**config.mk**
```make
export PLATFORM = sky130hd
export DESIGN_NAME = keyed_wdt
export DESIGN_NICKNAME = d
export VERILOG_FILES = /design/src/rtl/kwdt_pkg.sv /design/src/rtl/kwdt_prescaler.sv /design/src/rtl/kwdt_regs.sv /design/src/rtl/kwdt_core.sv /design/src/rtl/keyed_wdt.sv
export SDC_FILE = /design/constraint.sdc
export NUM_CORES = 1
export LEC_CHECK = 0
export BUFFER_PORTS_ARGS = -buffer_cell sky130_fd_sc_hd__buf_2
export CAP_MARGIN = 20
export CORE_MARGIN = 2
export CORE_UTILIZATION = 54
export DETAILED_ROUTE_END_ITERATION = 16
export PLACE_DENSITY = 0.89
export SYNTH_ARGS = -nofsm -noshare
export SYNTH_HDL_FRONTEND = slang
export SYNTH_SLANG_ARGS = --single-unit
```
**constraint.sdc**
```tcl
create_clock -name clk -period 2.7 [get_ports clk]
set_clock_uncertainty 0.1 [all_clocks]
set_input_delay 0.27 -clock clk [delete_from_list [all_inputs] [get_ports clk]]
set_output_delay 0.27 -clock clk [all_outputs]
set_load 0.01 [all_outputs]
```
**src/rtl/kwdt_pkg.sv**
```systemverilog
package kwdt_pkg;

    localparam int CNT_W  = 12;
    localparam int DATA_W = 32;
    localparam int ADDR_W = 2;
    localparam int STAT_W = 2;
    localparam logic [7:0] RESTART_KEY = 8'hA5;
    localparam logic [CNT_W-1:0] CNT_MAX = {CNT_W{1'b1}};

    typedef logic [CNT_W-1:0] cnt_t;

    typedef enum logic [ADDR_W-1:0] {
        A_CTRL = 2'd0,
        A_MODE = 2'd1,
        A_STAT = 2'd2,
        A_CNT  = 2'd3
    } reg_addr_e;

    typedef struct packed {
        logic       dis;
        logic [2:0] rsv;
        cnt_t       window;
        logic       dbg_halt;
        logic       idle_halt;
        logic       rst_en;
        logic       irq_en;
        cnt_t       reload;
    } mode_t;

    typedef struct packed {
        logic win_err;
        logic underflow;
    } status_t;

    function automatic mode_t mode_reset();
        mode_t m;
        m           = '0;
        m.reload    = CNT_MAX;
        m.window    = CNT_MAX;
        m.rst_en    = 1'b1;
        return m;
    endfunction

    function automatic logic is_restart(logic [DATA_W-1:0] w);
        return (w[DATA_W-1 -: 8] == RESTART_KEY) && w[0];
    endfunction

    // The timing fields stay frozen unless the write also leaves the disabled state.
    function automatic mode_t mode_merge(mode_t cur, mode_t req);
        mode_t m;
        m     = req;
        m.rsv = '0;
        if (cur.dis && req.dis) begin
            m.reload = cur.reload;
            m.window = cur.window;
        end
        return m;
    endfunction

endpackage

```
**src/rtl/kwdt_prescaler.sv**
```systemverilog
module kwdt_prescaler #(
    parameter int DIV = 128
) (
    input  logic clk,
    input  logic rst,
    input  logic run_i,
    input  logic clear_i,
    output logic tick_o
);
    localparam int PW = (DIV > 2) ? $clog2(DIV) : 1;
    localparam logic [PW-1:0] LAST = PW'(DIV - 1);

    logic [PW-1:0] cnt_q;

    always_ff @(posedge clk) begin
        if (rst || clear_i) begin
            cnt_q <= '0;
        end else if (run_i) begin
            cnt_q <= (cnt_q == LAST) ? '0 : cnt_q + 1'b1;
        end
    end

    assign tick_o = run_i && !clear_i && (cnt_q == LAST);

    // a halted or disabled prescaler keeps its phase
    a_r9_phase_hold: assert property (@(posedge clk) disable iff (rst)
        (!run_i && !clear_i) |=> $stable(cnt_q));

endmodule

```
**src/rtl/kwdt_regs.sv**
```systemverilog
module kwdt_regs
    import kwdt_pkg::*;
#(
    parameter int LOCK_CYC = 3
) (
    input  logic              clk,
    input  logic              rst,
    input  logic              wr_en_i,
    input  logic [ADDR_W-1:0] wr_addr_i,
    input  logic [DATA_W-1:0] wr_data_i,
    input  logic              restart_ok_i,
    output mode_t             mode_o,
    output cnt_t              reload_nxt_o,
    output logic              mode_wr_o,
    output logic              restart_req_o
);
    localparam int LW = $clog2(LOCK_CYC + 1);

    mode_t        mode_q;
    mode_t        merged;
    logic [LW-1:0] lock_q;
    logic         locked;
    logic         wr_ok;

    assign locked = (lock_q != '0);
    assign wr_ok  = wr_en_i && !locked;

    assign mode_wr_o     = wr_ok && (reg_addr_e'(wr_addr_i) == A_MODE);
    assign restart_req_o = wr_ok && (reg_addr_e'(wr_addr_i) == A_CTRL) && is_restart(wr_data_i);

    assign merged       = mode_merge(mode_q, mode_t'(wr_data_i));
    assign reload_nxt_o = mode_wr_o ? merged.reload : mode_q.reload;
    assign mode_o       = mode_q;

    always_ff @(posedge clk) begin
        if (rst) begin
            mode_q <= mode_reset();
            lock_q <= '0;
        end else begin
            if (mode_wr_o) begin
                mode_q <= merged;
            end
            if (restart_ok_i) begin
                lock_q <= LW'(LOCK_CYC);
            end else if (locked) begin
                lock_q <= lock_q - 1'b1;
            end
        end
    end

    // nothing reaches the mode word during the lock
    a_r6_lock_mode: assert property (@(posedge clk) disable iff (rst)
        locked |=> (mode_q == $past(mode_q)));

    // load and window never change across a cycle that ends disabled
    a_r7_frozen_reload: assert property (@(posedge clk) disable iff (rst)
        mode_q.dis |=> (!mode_q.dis || (mode_q.reload == $past(mode_q.reload))));
    a_r7_frozen_window: assert property (@(posedge clk) disable iff (rst)
        mode_q.dis |=> (!mode_q.dis || (mode_q.window == $past(mode_q.window))));

endmodule

```
**src/rtl/kwdt_core.sv**
```systemverilog
module kwdt_core
    import kwdt_pkg::*;
(
    input  logic    clk,
    input  logic    rst,
    input  logic    tick_i,
    input  logic    dis_i,
    input  cnt_t    window_i,
    input  cnt_t    reload_nxt_i,
    input  logic    mode_wr_i,
    input  logic    restart_req_i,
    input  logic    stat_clr_i,
    output cnt_t    cnt_o,
    output status_t status_o,
    output logic    restart_ok_o,
    output logic    load_o,
    output logic    fault_o
);
    cnt_t    cnt_q;
    status_t stat_q;
    logic    early;
    logic    win_err;
    logic    unf;

    assign early        = (cnt_q > window_i);
    assign restart_ok_o = restart_req_i && (dis_i || !early);
    assign win_err      = restart_req_i && !dis_i && early;
    assign load_o       = mode_wr_i || restart_ok_o;
    assign unf          = tick_i && !load_o && (cnt_q == '0);
    assign fault_o      = unf || win_err;

    always_ff @(posedge clk) begin
        if (rst) begin
            cnt_q  <= CNT_MAX;
            stat_q <= '0;
        end else begin
            if (load_o) begin
                cnt_q <= reload_nxt_i;
            end else if (tick_i) begin
                cnt_q <= (cnt_q == '0) ? reload_nxt_i : cnt_q - 1'b1;
            end
            stat_q.underflow <= (stat_q.underflow && !stat_clr_i) || unf;
            stat_q.win_err   <= (stat_q.win_err && !stat_clr_i) || win_err;
        end
    end

    assign cnt_o    = cnt_q;
    assign status_o = stat_q;

    // after an underflow the counter restarts from the load value
    a_r2_unf_reload: assert property (@(posedge clk) disable iff (rst)
        unf |=> (cnt_q == $past(reload_nxt_i)));

    // a status read with no new event leaves it empty
    a_r10_clear: assert property (@(posedge clk) disable iff (rst)
        (stat_clr_i && !fault_o) |=> (stat_q == '0));

endmodule

```
**src/rtl/keyed_wdt.sv**
```systemverilog
module keyed_wdt
    import kwdt_pkg::*;
#(
    parameter int PRESC_DIV = 128,
    parameter int LOCK_CYC  = 3
) (
    input  logic        clk,
    input  logic        rst,
    input  logic        wr_en,
    input  logic [1:0]  wr_addr,
    input  logic [31:0] wr_data,
    input  logic        rd_en,
    input  logic [1:0]  rd_addr,
    output logic [31:0] rd_data,
    input  logic        idle,
    input  logic        debug,
    output logic        reset_req,
    output logic        irq_req
);
    mode_t   mode;
    cnt_t    reload_nxt;
    cnt_t    cnt;
    status_t status;
    logic    mode_wr;
    logic    restart_req;
    logic    restart_ok;
    logic    load;
    logic    fault;
    logic    tick;
    logic    run;
    logic    stat_clr;
    logic    rst_req_q;

    assign run = !mode.dis
              && !(mode.idle_halt && idle)
              && !(mode.dbg_halt && debug);

    assign stat_clr = rd_en && (reg_addr_e'(rd_addr) == A_STAT);

    kwdt_regs #(.LOCK_CYC(LOCK_CYC)) u_regs (
        .clk           (clk),
        .rst           (rst),
        .wr_en_i       (wr_en),
        .wr_addr_i     (wr_addr),
        .wr_data_i     (wr_data),
        .restart_ok_i  (restart_ok),
        .mode_o        (mode),
        .reload_nxt_o  (reload_nxt),
        .mode_wr_o     (mode_wr),
        .restart_req_o (restart_req)
    );

    kwdt_prescaler #(.DIV(PRESC_DIV)) u_presc (
        .clk     (clk),
        .rst     (rst),
        .run_i   (run),
        .clear_i (load),
        .tick_o  (tick)
    );

    kwdt_core u_core (
        .clk           (clk),
        .rst           (rst),
        .tick_i        (tick),
        .dis_i         (mode.dis),
        .window_i      (mode.window),
        .reload_nxt_i  (reload_nxt),
        .mode_wr_i     (mode_wr),
        .restart_req_i (restart_req),
        .stat_clr_i    (stat_clr),
        .cnt_o         (cnt),
        .status_o      (status),
        .restart_ok_o  (restart_ok),
        .load_o        (load),
        .fault_o       (fault)
    );

    always_ff @(posedge clk) begin
        if (rst) begin
            rst_req_q <= 1'b0;
        end else begin
            rst_req_q <= fault && mode.rst_en;
        end
    end

    assign reset_req = rst_req_q;
    assign irq_req   = mode.irq_en && (status.underflow || status.win_err);

    always_comb begin
        rd_data = '0;
        case (reg_addr_e'(rd_addr))
            A_MODE:  rd_data = mode;
            A_STAT:  rd_data = {{(DATA_W-STAT_W){1'b0}}, status};
            A_CNT:   rd_data = {{(DATA_W-CNT_W){1'b0}}, cnt};
            default: rd_data = '0;
        endcase
    end

    // a reset request only follows a cycle with reset-enable set
    a_r3_rst_gated: assert property (@(posedge clk) disable iff (rst)
        reset_req |-> $past(mode.rst_en));

    // a window error only appears after the counter sat above the window
    a_r5_err_cause: assert property (@(posedge clk) disable iff (rst)
        $rose(status.win_err) |-> $past(cnt > mode.window));

    // a disabled counter does not move unless it is loaded
    a_r7_stopped: assert property (@(posedge clk) disable iff (rst)
        (mode.dis && !load) |=> $stable(cnt));

    // the interrupt stays up until status is read or the enable drops
    a_r10_irq_held: assert property (@(posedge clk) disable iff (rst)
        (irq_req && !stat_clr) |=> (irq_req || !mode.irq_en));

endmodule

```
==> results_dict.tcl, run 1 <==
set metrics [dict create \
    status "finished, final reports clean" \
    path_buf_inv 0 \
    rsz0062_at_grt "false" \
    dominantRegCellSynth "sky130_fd_sc_hd__dfxtp_1" \
    maxSlewHeadroom 0.566 \
    final_hold_viol_count 0 \
    tns_ns 0 \
    seq_area_sq_um 1060 \
    yosysWarningCount 0 \
    post_synth_instance_area_sq_um 3110 \
    synthToLayoutAreaGrowth_pct 18.0 \
    synth_top_area_cell "sky130_fd_sc_hd__dfxtp_1" \
    crit_type "reg -> reg" \
    grt_pass1_wl_mm 12.8 \
    port_buffers 72 \
    setup.worst_path.start_class "flip-flop" \
    cpLargestDelayFamily "compound AO/OA/AOI/OAI gates" \
    crit_path_max_fanout 10 \
    post-route-period-util 0.937 \
    post-route-drc-count 0 \
    dieArea_sq_um 6380 \
    dpl.hpwl_mm 6.09 \
    groute.usage.overall 0.255 \
    synth-edff-count 0 \
    max_cap_violations 0 \
    cts_tree "built" \
    die_h_um 79.9 \
    multi_input_logic_area_sq_um 1910 \
    core_sq_um 5540 \
    vdd_ir_drop_max_mv 0.254 \
    cts-htree-levels 2 \
    ys_seq_area_frac 0.341 \
    leakage_nw 1.74 \
    tightestPinTransition_ns 0.651 \
    ys_top_cells_by_area "sky130_fd_sc_hd__dfxtp_1, sky130_fd_sc_hd__mux2i_1, sky130_fd_sc_hd__nand2_1" \
    worst_hold_startpoint "wr_data[16]" \
    detail_route.wl_per_cell_um 15.4 \
    post_synth_num_cell_types 52 \
    final.setup.worst_slack_ns 0.169 \
    cts_max_path_buffers 2 \
    crit-reg2reg-capture "u_core.cnt_o[11]" \
    cts_num_sinks 53 \
    post-synth-top-area-fraction 0.341 \
    dieWidth_um 79.9 \
    number_of_synthesized_register_bits 53 \
    rows 27 \
    drive_gt1_frac 0.229 \
    clk_pin_slew_ns 0.10 \
    vias_per_cell 5.72 \
    fillerInstances 446 \
    setup_violations 0 \
    place_congestion 0.954 \
    worst_ep_arrival_time_ns 2.63 \
    grt_overflow 0 \
    setup.worst_path.end_class "flip-flop" \
    clk-insertion-delay-late_ns 0.32 \
    num-nets-final 506 \
    power_density_of_the_placed_cells_nw_per_um2 524 \
    dr_total_vias 2980 \
    timing.critical_path.cells "ha_1, nand4_1, nor2_1, a21boi_1, o41a_4, o211ai_2, and2_1, a22oi_1" \
    critical-path-slowest-cell "sky130_fd_sc_hd__o41a_4" \
    fin_util 0.662 \
    grt_pass1_vias 2727 \
    drt_wl_total_mm 8.00 \
    ff2ff_setup_slack_ns 0.17 \
    fin_area_sq_um 3670 \
    synthesis.area_per_instance_sq_um 8.36 \
    ios 76 \
    dr.first_iter.drc_count 279 \
    rr_startpoint "u_core.cnt_o[10]" \
    total_clock_buffers_created_by_cts 5 \
    worstHoldEndpoint "u_regs.mode_o[16]" \
    post-cts-setup-buffer-count 0 \
    num_antenna_cells 0 \
    dpl_cell_area_sq_um 3570 \
    max_freq_ghz 0.395 \
    post_synth_inst_count 372 \
    route.antenna.remaining_nets 0 \
    grt_antenna_before_repair 0 \
    cts_hold_buf 0 \
    ff2ff_path_depth 8 \
    root_buffer "sky130_fd_sc_hd__clkbuf_8" \
    cts_repair_resizes 0 \
    required_ns 2.80 \
    min-delay-path-class "in -> reg" \
    min_path_cells 3 \
    share_of_flip_flops_with_an_asynchronous_set_or_reset_after_synthesis 0 \
    grt_start_max_net_pins 23 \
    dp_worst_setup_slack_ns 0.227 \
    slew_viol_final 0 \
    first_pass_iters 4 \
    floorplan.initialDensity 0.561 \
    cp_slowest_stage_delay_ns 0.48 \
    post-route-min-period_ns 2.53 \
]
[metal layers]
layer / track usage / vias up / routed length, um
li1: - / 1444 / -
met1: 0.338 / 1358 / 3470
met2: 0.397 / 157 / 3630
met3: 0.0486 / 21 / 708
met4: 0.120 / 0 / 191
met5: 0 / - / 0
[cell usage after synthesis (4+ instances only)]
cell type	number
sky130_fd_sc_hd__a21oi_1	16
sky130_fd_sc_hd__clkbuf_1	7
sky130_fd_sc_hd__o21ai_0	8
sky130_fd_sc_hd__a22oi_1	4
sky130_fd_sc_hd__nor2b_1	13
sky130_fd_sc_hd__o211ai_1	11
sky130_fd_sc_hd__nor3_1	11
sky130_fd_sc_hd__ha_1	16
sky130_fd_sc_hd__xor2_1	4
sky130_fd_sc_hd__buf_2	6
sky130_fd_sc_hd__dfxtp_1	53
sky130_fd_sc_hd__and2_1	21
sky130_fd_sc_hd__and3_1	5
sky130_fd_sc_hd__nor2_1	23
sky130_fd_sc_hd__nand2_1	54
sky130_fd_sc_hd__nand3_1	13
sky130_fd_sc_hd__o21ai_1	6
sky130_fd_sc_hd__inv_1	16
sky130_fd_sc_hd__a21o_1	6
sky130_fd_sc_hd__mux2i_1	31
[where the power goes]
part	switching (mW)	total, mW	internal (mW)	leakage [nW]
clock	0.280	0.468	0.188	0.0447
sequential	0.0441	0.891	0.847	0.432
combinational	0.309	0.563	0.254	1.26
total	0.633	1.92	1.29	1.74
[flip-flops by register name, summed over array words and instances, names as in the netlist]
signal           flops
reset_req            1
u_core.cnt_o        12
u_core.status_o      2
u_presc.cnt_q        7
u_regs.lock_q        2
u_regs.mode_o       29
[worst min-delay path, cell delays in order]
cell and delay, ns:
sky130_fd_sc_hd__buf_2 0.07, sky130_fd_sc_hd__nand2_1 0.04, sky130_fd_sc_hd__nand3_1 0.07
[worst max-delay path by stage]
stage / end / cells past startpoint / start / slack [ns]
3_3_place_gp: u_core.cnt_o[9] / 8 / u_core.cnt_o[10] / 0.33
6_report: u_core.cnt_o[11] / 8 / u_core.cnt_o[10] / 0.17
2_1_floorplan: u_core.cnt_o[2] / 8 / u_core.cnt_o[10] / 0.46
5_1_grt: u_core.cnt_o[10] / 8 / u_core.cnt_o[10] / 0.02
4_1_cts: u_core.cnt_o[11] / 8 / u_core.cnt_o[10] / 0.20
3_5_place_dp: u_core.cnt_o[9] / 8 / u_core.cnt_o[10] / 0.23
[through the flow]
stage,total power [mW],hold WS (ns),std cells
floorplan,1.30,0.246,374
global placement,1.44,0.342,513
detailed placement,1.47,0.339,513
CTS,1.93,0.0697,521
global route,2.04,0.0722,521
finish,1.92,0.0689,521
[cells in the final DEF (no fill, tap or decap), types with 4 or more instances in the layout]
cell type,n
sky130_fd_sc_hd__a21o_1,6
sky130_fd_sc_hd__a21oi_1,16
sky130_fd_sc_hd__a22oi_1,4
sky130_fd_sc_hd__and2_1,21
sky130_fd_sc_hd__and3_1,5
sky130_fd_sc_hd__buf_2,72
sky130_fd_sc_hd__buf_4,12
sky130_fd_sc_hd__clkbuf_8,5
sky130_fd_sc_hd__dfxtp_1,53
sky130_fd_sc_hd__ha_1,16
sky130_fd_sc_hd__inv_1,16
sky130_fd_sc_hd__mux2i_1,31
sky130_fd_sc_hd__nand2_1,54
sky130_fd_sc_hd__nand3_1,13
sky130_fd_sc_hd__nor2_1,23
sky130_fd_sc_hd__nor2b_1,13
sky130_fd_sc_hd__nor3_1,11
sky130_fd_sc_hd__o211ai_1,11
sky130_fd_sc_hd__o21ai_0,8
sky130_fd_sc_hd__o21ai_1,6
sky130_fd_sc_hd__xor2_1,4
[cell families after synthesis]
family,after synthesis,synth area share
buffers and inverters,33,0.0459
muxes,33,0.107
adders and majority gates,16,0.0644
DFF,53,0.341
AOI/OAI and AO/OA,68,0.157
and+or+nand+nor,162,0.266
other,1,0.00121
xor gates and xnor gates,6,0.0169
[layout make-up]
type,count,area share
Multi-Input combinational cell,288,0.521
Clock inverter,3,0.00682
Timing Repair Buffer,84,0.123
Sequential cell,53,0.289
Inverter,16,0.0164
Tap cell,72,0.0246
Clock buffer,5,0.0188
Note: power is estimated with default switching activity, not from simulation.
==> run 2: changes to the inputs <==
Settings changed: CORE_MARGIN 2 to default, GPL_TIMING_DRIVEN from default to 1.
==> results_dict.tcl, run 2 (synthesis gave the netlist of run 1 again) <==
set metrics [dict create \
    clk_pin_slew_ns 0.10 \
    grt_start_max_net_pins 23 \
    crit_path_max_fanout 10 \
    cp_slowest_stage_delay_ns 0.54 \
    synthToLayoutAreaGrowth_pct 18.1 \
    largest_register_ffs 29 \
    grt_antenna_before_repair 0 \
    drt_wl_total_mm 8.10 \
    min_path_cells 3 \
    max_cap_violations 0 \
    port_buffers 72 \
    leakage_nw 1.73 \
    drive_gt1_frac 0.222 \
    maxSlewHeadroom 0.420 \
    grt_overflow 0 \
    core_sq_um 5540 \
    cts-htree-levels 2 \
    worst_ep_arrival_time_ns 2.63 \
    timing.critical_path.cells "ha_1, a21oi_1, a21boi_0, o41a_4, o211ai_4, mux2i_1, a22oi_1" \
    setup.worst_path.start_class "flip-flop" \
    switching_share 0.314 \
    grt_pass1_vias 2833 \
    num-nets-final 503 \
    final_hold_viol_count 0 \
    timing.critical_path.depth 7 \
    num_antenna_cells 0 \
    rows 27 \
    cts_num_sinks 53 \
    share_seq_of_total_power 0.445 \
    required_ns 2.79 \
    groute.usage.overall 0.272 \
    post-route-min-period_ns 2.55 \
    detail_route.wl_per_cell_um 15.6 \
    total_clock_buffers_created_by_cts 5 \
    vias_per_cell 5.85 \
    rsz0062_at_grt "false" \
    root_buffer "sky130_fd_sc_hd__clkbuf_8" \
    route.antenna.remaining_nets 0 \
    cpLargestDelayFamily "compound AO/OA/AOI/OAI gates" \
    layout.cells.most_common "sky130_fd_sc_hd__buf_2" \
    vdd_ir_drop_max_mv 0.266 \
    min-delay-path-class "in -> reg" \
    power_switching_mw 0.630 \
    tightestPinTransition_ns 0.869 \
    power_frac_comb 0.283 \
    dpl.hpwl_mm 6.01 \
    post-route-drc-count 0 \
    place_congestion 0.917 \
    power_mw 2.01 \
    clock_power_share 0.272 \
    ff2ff_path_depth 7 \
    status "finished, final reports clean" \
    dr.first_iter.drc_count 220 \
    clk-insertion-delay-late_ns 0.31 \
    floorplan.initialDensity 0.561 \
    post-route-period-util 0.943 \
    fillerInstances 424 \
    tns_ns 0 \
    setup_violations 0 \
    cts_max_path_buffers 2 \
    dieArea_sq_um 6070 \
    most_frequent_cells_in_the_layout "sky130_fd_sc_hd__buf_2, sky130_fd_sc_hd__nand2_1, sky130_fd_sc_hd__dfxtp_1, sky130_fd_sc_hd__mux2i_1, sky130_fd_sc_hd__nor2_1" \
    max_freq_ghz 0.393 \
    dieWidth_um 77.9 \
    setup.worst_path.end_class "flip-flop" \
    internal-power_mw 1.38 \
    cts_tree "built" \
    dr_total_vias 3030 \
    path_buf_inv 0 \
    first_pass_iters 5 \
    critical-path-slowest-cell "sky130_fd_sc_hd__o41a_4" \
    power_density_of_the_placed_cells_nw_per_um2 547 \
    ios 76 \
    grt_pass1_wl_mm 13.0 \
    crit_type "reg -> reg" \
    die_h_um 77.9 \
    slew_viol_final 0 \
]
-- run 2: cell types whose count changed in the layout (fill, tap and decap cells not counted) --
cell | previous run | this run
sky130_fd_sc_hd__buf_4 | 12 | 9
sky130_fd_sc_hd__bufinv_16 | 0 | 1
sky130_fd_sc_hd__clkbuf_1 | 0 | 1
sky130_fd_sc_hd__clkinvlp_4 | 1 | 0
sky130_fd_sc_hd__inv_6 | 1 | 0
sky130_fd_sc_hd__o211ai_2 | 3 | 2
sky130_fd_sc_hd__o211ai_4 | 1 | 2
-- run 2: final timing paths --
kind	from	end	slack [ns]
worst max-delay path	u_core.cnt_o[10]	u_core.cnt_o[9]	0.15
worst min-delay path	wr_data[16]	u_regs.mode_o[16]	0.06
worst max register to register	u_core.cnt_o[10]	u_core.cnt_o[9]	0.15
worst min register to register	u_regs.mode_o[13]	reset_req	0.37
-- run 2: power by group through the flow --
stage               registers (mW)  logic (mW)  clock network (mW)
finish                       0.893       0.568               0.546
global route                 0.901       0.627               0.576
CTS                          0.891       0.555               0.551
detailed placement           0.910       0.549                   0
global placement             0.906       0.530                   0
floorplan                    0.897       0.405                   0
-- run 2: repair_timing --
action	CTS	global route
gates resized for setup	0	1
setup endpoints to repair	0	3
hold buffers	0	0
buffers inserted	0	0
-- run 2: worst reg2reg max path: cells and delay by family (launching register included) --
family / cells / cell delay, ns
flops: 1 / 0.44
fa+ha+maj: 1 / 0.30
mux: 1 / 0.23
compound gates: 5 / 1.33
-- run 2: final cells by class --
type                            instances  area [sq um]  area share
Sequential cell                        53          1060       0.289
Multi-Input combinational cell        288          1920       0.523
Tap cell                               72          90.1      0.0245
Clock buffer                            6          72.6      0.0198
Clock inverter                          2          38.8      0.0106
Inverter                               16          60.1      0.0164
Timing Repair Buffer                   81           428       0.117
-- run 2: per-layer routing --
metal  global-route usage  wire length [um]
met4                0.111               284
met5                    0                 0
met3               0.0565               674
met1                0.350              3490
met2                0.442              3650
-- run 2: per-stage QoR --
| step | cells | cell area (sq um) | util | worst slack, ns | hold slack (ns) |
|---|---|---|---|---|---|
| floorplan | 374 | 3120 | - | 0.456 | 0.246 |
| CTS | 518 | 3660 | 0.661 | 0.174 | 0.0592 |
| finish | 518 | 3670 | 0.663 | 0.154 | 0.0632 |
| detailed placement | 510 | 3550 | 0.641 | 0.246 | 0.352 |
| global placement | 510 | 3550 | 0.641 | 0.340 | 0.344 |
| global route | 518 | 3670 | 0.663 | 0.0224 | 0.0689 |
